### src/rtl/bankwin_pkg.sv
package bankwin_pkg;
  localparam int unsigned ADDR_HI_W = 8;
  localparam int unsigned DATA_W    = 8;
  localparam int unsigned BANK_W    = 5;
  localparam int unsigned SLOW_BIT  = 7;
  localparam int unsigned TAG_W     = 2;
  localparam logic [TAG_W-1:0]     WIN_TAG  = 2'b10;
  localparam logic [TAG_W-1:0]     PROG_TAG = 2'b11;
  localparam logic [ADDR_HI_W-1:0] IO_PAGE  = 8'hDE;
  localparam logic [BANK_W-1:0]    FIXED_XA = '0;
endpackage

### src/rtl/bankwin_rst_sync.sv
module bankwin_rst_sync #(
  parameter int unsigned STAGES = 2
) (
  input  logic clk,
  input  logic rst_n,
  output logic srst_n
);
  logic [STAGES-1:0] sync_q;
  logic [STAGES-1:0] sync_d;

  always_comb begin
    sync_d = {sync_q[STAGES-2:0], 1'b1};
  end

  always_ff @(posedge clk or negedge rst_n) begin
    if (!rst_n) sync_q <= '0;
    else        sync_q <= sync_d;
  end

  assign srst_n = sync_q[STAGES-1];
endmodule

### src/rtl/bankwin_clkgen.sv
module bankwin_clkgen #(
  parameter logic RESET_SLOW = 1'b1
) (
  input  logic clk,
  input  logic srst_n,
  input  logic slow_req,
  output logic phi2,
  output logic phi2_fall
);
  logic phi2_q, phi2_d;
  logic held_q, held_d;
  logic act_slow_q, act_slow_d;
  logic edge_now;

  always_comb begin
    edge_now   = !act_slow_q || held_q;
    phi2_d     = edge_now ? !phi2_q : phi2_q;
    held_d     = !edge_now;
    act_slow_d = edge_now ? slow_req : act_slow_q;
  end

  always_ff @(posedge clk or negedge srst_n) begin
    if (!srst_n) begin
      phi2_q     <= 1'b0;
      held_q     <= 1'b0;
      act_slow_q <= RESET_SLOW;
    end else begin
      phi2_q     <= phi2_d;
      held_q     <= held_d;
      act_slow_q <= act_slow_d;
    end
  end

  assign phi2      = phi2_q;
  assign phi2_fall = phi2_q && edge_now;

  // a slow half-phase spans two clk cycles
  p_slow_half_r8: assert property (@(posedge clk) disable iff (!srst_n)
    (act_slow_q && !$stable(phi2_q)) |=> $stable(phi2_q));
  // the active speed changes only together with a phase edge
  p_switch_edge_r8: assert property (@(posedge clk) disable iff (!srst_n)
    !$stable(act_slow_q) |-> !$stable(phi2_q));
endmodule

### src/rtl/bankwin_regs.sv
module bankwin_regs #(
  parameter int unsigned BANK_W     = 5,
  parameter logic        RESET_SLOW = 1'b1
) (
  input  logic              clk,
  input  logic              srst_n,
  input  logic              wr_en,
  input  logic [BANK_W-1:0] bank_in,
  input  logic              slow_in,
  output logic [BANK_W-1:0] bank,
  output logic              slow
);
  logic [BANK_W-1:0] bank_q, bank_d;
  logic              slow_q, slow_d;

  always_comb begin
    bank_d = bank_q;
    slow_d = slow_q;
    if (wr_en) begin
      bank_d = bank_in;
      slow_d = slow_in;
    end
  end

  always_ff @(posedge clk or negedge srst_n) begin
    if (!srst_n) begin
      bank_q <= '0;
      slow_q <= RESET_SLOW;
    end else begin
      bank_q <= bank_d;
      slow_q <= slow_d;
    end
  end

  assign bank = bank_q;
  assign slow = slow_q;

  // no write strobe, no change of the settings
  p_bank_hold_r5: assert property (@(posedge clk) disable iff (!srst_n)
    !wr_en |=> ($stable(bank_q) && $stable(slow_q)));
  // a strobe captures the presented data
  p_bank_load_r5: assert property (@(posedge clk) disable iff (!srst_n)
    wr_en |=> (bank_q == $past(bank_in)));
endmodule

### src/rtl/bankwin_map.sv
module bankwin_map
  import bankwin_pkg::*;
#(
  parameter int unsigned AW = ADDR_HI_W,
  parameter int unsigned BW = BANK_W
) (
  input  logic          srst_n,
  input  logic          clk,
  input  logic [AW-1:0] a_hi,
  input  logic          rw,
  input  logic          phi2,
  input  logic [BW-1:0] bank,
  output logic [BW-1:0] xa,
  output logic          ram_cs_n,
  output logic          data_cs_n,
  output logic          prog_cs_n,
  output logic          mem_oe_n,
  output logic          io_hit
);
  localparam int unsigned NSEL = 3;
  logic [TAG_W-1:0] tag;
  logic [NSEL-1:0]  sel;
  logic             in_win;

  always_comb begin
    tag    = a_hi[AW-1 -: TAG_W];
    io_hit = (a_hi == IO_PAGE);
    in_win = (tag == WIN_TAG);
    sel[0] = !tag[TAG_W-1];
    sel[1] = in_win;
    sel[2] = (tag == PROG_TAG) && !io_hit;
  end

  generate
    for (genvar i = 0; i < BW; i++) begin : g_xa
      assign xa[i] = in_win ? bank[i] : FIXED_XA[i];
    end
  endgenerate

  assign ram_cs_n  = !sel[0];
  assign data_cs_n = !sel[1];
  assign prog_cs_n = !sel[2];
  assign mem_oe_n  = !(phi2 && rw && (|sel));

  // never two memories selected at once
  p_cs_excl_r3: assert property (@(posedge clk) disable iff (!srst_n)
    $onehot0({ram_cs_n, data_cs_n, prog_cs_n} ^ 3'b111));
  // the I/O page selects no memory
  p_io_nosel_r3: assert property (@(posedge clk) disable iff (!srst_n)
    io_hit |-> (ram_cs_n && data_cs_n && prog_cs_n));
  // memory output enable only in a read during phase-2 high
  p_oe_gate_r4: assert property (@(posedge clk) disable iff (!srst_n)
    !mem_oe_n |-> (phi2 && rw));
endmodule

### src/rtl/bankwin_decoder.sv
module bankwin_decoder
  import bankwin_pkg::*;
#(
  parameter int unsigned AW         = ADDR_HI_W,
  parameter int unsigned DW         = DATA_W,
  parameter int unsigned BW         = BANK_W,
  parameter int unsigned SB         = SLOW_BIT,
  parameter logic        RESET_SLOW = 1'b1
) (
  input  logic          clk,
  input  logic          rst_n,
  input  logic [AW-1:0] a_hi,
  input  logic          rw,
  input  logic [DW-1:0] d_in,
  output logic          phi2,
  output logic [BW-1:0] xa,
  output logic          ram_cs_n,
  output logic          data_cs_n,
  output logic          prog_cs_n,
  output logic          mem_oe_n,
  output logic [DW-1:0] d_out,
  output logic          d_oe
);
  logic          srst_n;
  logic          phi2_fall;
  logic          io_hit;
  logic          wr_en;
  logic [BW-1:0] bank;
  logic          slow;
  logic          d_unused;

  bankwin_rst_sync #(.STAGES(2)) u_rst (
    .clk(clk), .rst_n(rst_n), .srst_n(srst_n));

  bankwin_clkgen #(.RESET_SLOW(RESET_SLOW)) u_clk (
    .clk(clk), .srst_n(srst_n), .slow_req(slow),
    .phi2(phi2), .phi2_fall(phi2_fall));

  assign wr_en    = phi2_fall && !rw && io_hit;
  assign d_unused = ^d_in;

  bankwin_regs #(.BANK_W(BW), .RESET_SLOW(RESET_SLOW)) u_regs (
    .clk(clk), .srst_n(srst_n), .wr_en(wr_en),
    .bank_in(d_in[BW-1:0]), .slow_in(d_in[SB]),
    .bank(bank), .slow(slow));

  bankwin_map #(.AW(AW), .BW(BW)) u_map (
    .srst_n(srst_n), .clk(clk), .a_hi(a_hi), .rw(rw), .phi2(phi2),
    .bank(bank), .xa(xa), .ram_cs_n(ram_cs_n), .data_cs_n(data_cs_n),
    .prog_cs_n(prog_cs_n), .mem_oe_n(mem_oe_n), .io_hit(io_hit));

  always_comb begin
    d_out         = '0;
    d_out[BW-1:0] = bank;
    d_out[SB]     = slow;
  end

  assign d_oe = io_hit && rw && phi2;

  // the bus is driven only inside phase-2 high of a read
  p_drive_phase_r6: assert property (@(posedge clk) disable iff (!srst_n)
    d_oe |-> (phi2 && rw));
  // inside the window the upper lines follow the read-back bank
  p_win_xa_r1: assert property (@(posedge clk) disable iff (!srst_n)
    !data_cs_n |-> (xa == d_out[BW-1:0]));
  // outside the window the upper lines stay fixed
  p_fixed_xa_r2: assert property (@(posedge clk) disable iff (!srst_n)
    data_cs_n |-> (xa == FIXED_XA));
endmodule

### config.mk
export PLATFORM = sky130hd
export DESIGN_NAME = bankwin_decoder
export DESIGN_NICKNAME = d
export VERILOG_FILES = /design/src/rtl/bankwin_pkg.sv /design/src/rtl/bankwin_rst_sync.sv /design/src/rtl/bankwin_clkgen.sv /design/src/rtl/bankwin_regs.sv /design/src/rtl/bankwin_map.sv /design/src/rtl/bankwin_decoder.sv
export SDC_FILE = /design/constraint.sdc
export NUM_CORES = 1
export LEC_CHECK = 0
export BUFFER_PORTS_ARGS = -buffer_cell sky130_fd_sc_hd__buf_2
export CORE_AREA = 3 3 40 42
export CTS_BUF_LIST = sky130_fd_sc_hd__clkbuf_2
export DETAILED_ROUTE_END_ITERATION = 7
export DIE_AREA = 0 0 43 45
export PLACE_DENSITY = 0.87
export SLEW_MARGIN = 20
export SYNTH_ARGS = -nofsm -noshare
export SYNTH_HDL_FRONTEND = slang
export SYNTH_HIERARCHICAL = 1
export SYNTH_SLANG_ARGS = --single-unit
export TNS_END_PERCENT = 10
### constraint.sdc
create_clock -name clk -period 1.54 [get_ports clk]
set_clock_uncertainty 0.05 [all_clocks]
set_input_delay 0.231 -clock clk [delete_from_list [all_inputs] [get_ports clk]]
set_output_delay 0.231 -clock clk [all_outputs]
set_load 0.005 [all_outputs]
==> run_results.csv <==
group,metric,value,unit
outcome,run_status,"completed",
cells_and_area,multi_input_area,233,um2
placement,pre_cts_ws,-89.4,ps
logic_synthesis,ys.flop_type,"dfrtp_1",
pwr,switching_share,0.253,
placement,routabilityCongestion,0.685,
worst_setup_path,critPathKind,"flip-flop to flip-flop",
die,chipWidth,43,um
clocking,htreeDepth,1,
pwr,p_int,536,uW
cells_and_area,area_growth,36.7,%
logic_synthesis,synth_edf_count,0,
pwr,p_leak,0.427,nW
drt,num_vias,423,
drt,avgViaCountPerCell,4.45,
logic_synthesis,yosysTopAreaCell,"dfrtp_1",
pwr,combPwrFrac,0.265,
cells_and_area,fill_cells,105,
grt,antenna_found_initial,0,
worst_setup_path,critPathArrivalTime,1600,ps
clocking,clk_pin_slew_worst_paths,90,ps
drt,antenna_left,0,
logic_synthesis,synth_top_area_share,0.408,
pwr,peakVddDrop,0.000536,V
worst_setup_path,required,1620,ps
cells_and_area,drive_gt1_frac,0.675,
logic_synthesis,synth_cell_types,19,
logic_synthesis,ys_seq_area_frac,0.503,
logic_synthesis,async_flop_share,1.00,
logic_synthesis,yosysWarnings,6,
run,maxCapViolations,0,
pwr,power_frac_clock,0.210,
hold_path,hp-class,"flip-flop to async pin",
logic_synthesis,synth_area,552,um2
logic_synthesis,synth_cells,43,
timing,finalCritPeriodShare,0.988,
timing,setup-tns-final,0,ps
worst_setup_path,timing.rr.start,"u_clk/act_slow_q",
drt,dr.pass1.iters,1,
logic_synthesis,synthTopCellsByArea,"dfrtp_1, mux2_4, dfstp_2, and2_1, buf_4",
timing,setup_viol,0,
grt,grt_max_degree,10,
drt,drc_errors,0,
die,rows,13,
placement,dpl.hpwl,853,um
pwr,pwr-share-seq,0.525,
drt,wl_per_cell,11.7,um
cells_and_area,n_antenna_cell,0,
worst_setup_path,cp-end-kind,"flip-flop",
pwr,power_density,951,mW/mm2
clocking,numClockSinks,11,
cells_and_area,final_nets,100,
clocking,clkLatencyLatePin,240,ps
clocking,clockBufferDepth,2,
worst_setup_path,setup.worst_path.start,"u_clk/act_slow_q",
placement,place_inst,88,
cells_and_area,layoutNonFillerInstCount,95,
clocking,root_buffer,"clkbuf_2",
grt,grt_usage,0.119,
die,num_io_pins,38,
grt,overflow,0,
worst_setup_path,startpoint_type,"flip-flop",
die,core_area,0.00128,mm2
pwr,p_switching,182,uW
timing,layout_setup_ws,18.7,ps
timing,rsz0062_at_grt,"yes",
grt,grt_pass1_wl,1.70,mm
cells_and_area,final_common_cell,"buf_2",
logic_synthesis,ys_seq_elements,11,
cells_and_area,regArea,278,um2
worst_setup_path,critPathMaxFanout,6,
die,initial_core_util,0.429,
drt,drtIter0Drc,0,
drt,wl,1.11,mm
clocking,cts_tree,"yes",
cells_and_area,final_cell_mix,"buf_2, dfrtp_1, mux2_4",
timing,slew_violations,0,
timing,fin_crit,1520,ps
clocking,cts_made_buffers,3,
logic_synthesis,syn_area_per_cell,12.8,um2
timing,hold_violations,0,
timing,clock.fmax,657,MHz
die,die_height,45,um
die,dieArea,0.00194,mm2
grt,first_global_vias,398,
placement,port_buffers,33,
timing,holdWs,95.2,ps
-- flip-flops by register name, indices dropped and copies added (netlist names) --
name / cells
u_regs/slow: 1
u_clk/held_q: 1
u_clk/act_slow_q: 1
u_clk/phi2: 1
u_regs/bank: 5
u_rst/sync_q: 2
-- cell usage after synthesis, drive strengths merged (2+ instances only) --
cell type,n
and2,6
buf,5
conb,2
dfrtp,9
dfstp,2
inv,2
mux2,6
nand2b,2
o211ai,2
-- worst max-delay path, cell delays in order, from the launching register on --
cell and delay (ps):
dfstp_2 550, nand2b_4 60, and2_4 140, and3b_2 280, mux2_4 330
-- kinds of logic after synthesis --
| kind of cell | share of synthesized area |
|---|---|
| xor gates and xnor gates | 0.0159 |
| and+or+nand+nor | 0.188 |
| other | 0.0136 |
| AOI/OAI and AO/OA | 0.0272 |
| muxes | 0.163 |
| DFF | 0.503 |
| buffers and inverters | 0.0884 |
-- final timing paths --
kind                               endpoint  slack, ps  depth (start not counted)
setup / recovery             u_regs/bank[3]         20                          4
hold / removal               u_regs/bank[2]        100                          0
setup reg to reg             u_regs/bank[3]         20                          4
hold reg to reg              u_regs/bank[2]        100                          0
max in group asynchronous  u_clk/act_slow_q       1050                          0
min in group clk             u_regs/bank[1]        170                          2
-- layer usage --
metal / vias up / GRT usage / share of wire
met1: 186 / 0.137 / 0.37
met2: 28 / 0.204 / 0.50
met5: - / 0 / 0
met3: 0 / 0.0359 / 0.14
li1: 209 / - / -
met4: 0 / 0.0542 / 0
-- power by group through the flow --
| stage | Combinational [mW] | Clock [mW] | Sequential [mW] |
|---|---|---|---|
| after floorplan | 0.0925 | 0 | 0.376 |
| after global placement | 0.145 | 0 | 0.379 |
| after detailed placement | 0.149 | 0 | 0.383 |
| after CTS | 0.151 | 0.161 | 0.377 |
| after global routing | 0.211 | 0.175 | 0.384 |
| final | 0.190 | 0.151 | 0.377 |
-- cell type report --
class / count / area share
Tap cell: 15 / 0.0249
Sequential cell: 11 / 0.368
Timing Repair Buffer: 37 / 0.262
Multi-Input combinational cell: 26 / 0.308
Clock buffer: 4 / 0.0265
Inverter: 2 / 0.00995
-- metrics by stage --
| stage | power [mW] | cell area (um2) | util |
|---|---|---|---|
| CTS | 0.690 | 737 | 0.574 |
| global placement | 0.524 | 706 | 0.549 |
| finish | 0.717 | 754 | 0.587 |
| floorplan | 0.468 | 556 | - |
| global route | 0.770 | 754 | 0.587 |
| detailed placement | 0.532 | 706 | 0.549 |
-- repair_timing --
item | 4_1_cts | 5_1_grt
gates resized for setup | 1 | 1
gates cloned | 0 | 0
hold endpoints to repair | 2 | 0
hold buffers | 1 | 0
buffers inserted | 0 | 2
setup endpoints to repair | 5 | 5
pin swaps | 0 | 0
Power figures use the tool's default switching activity.
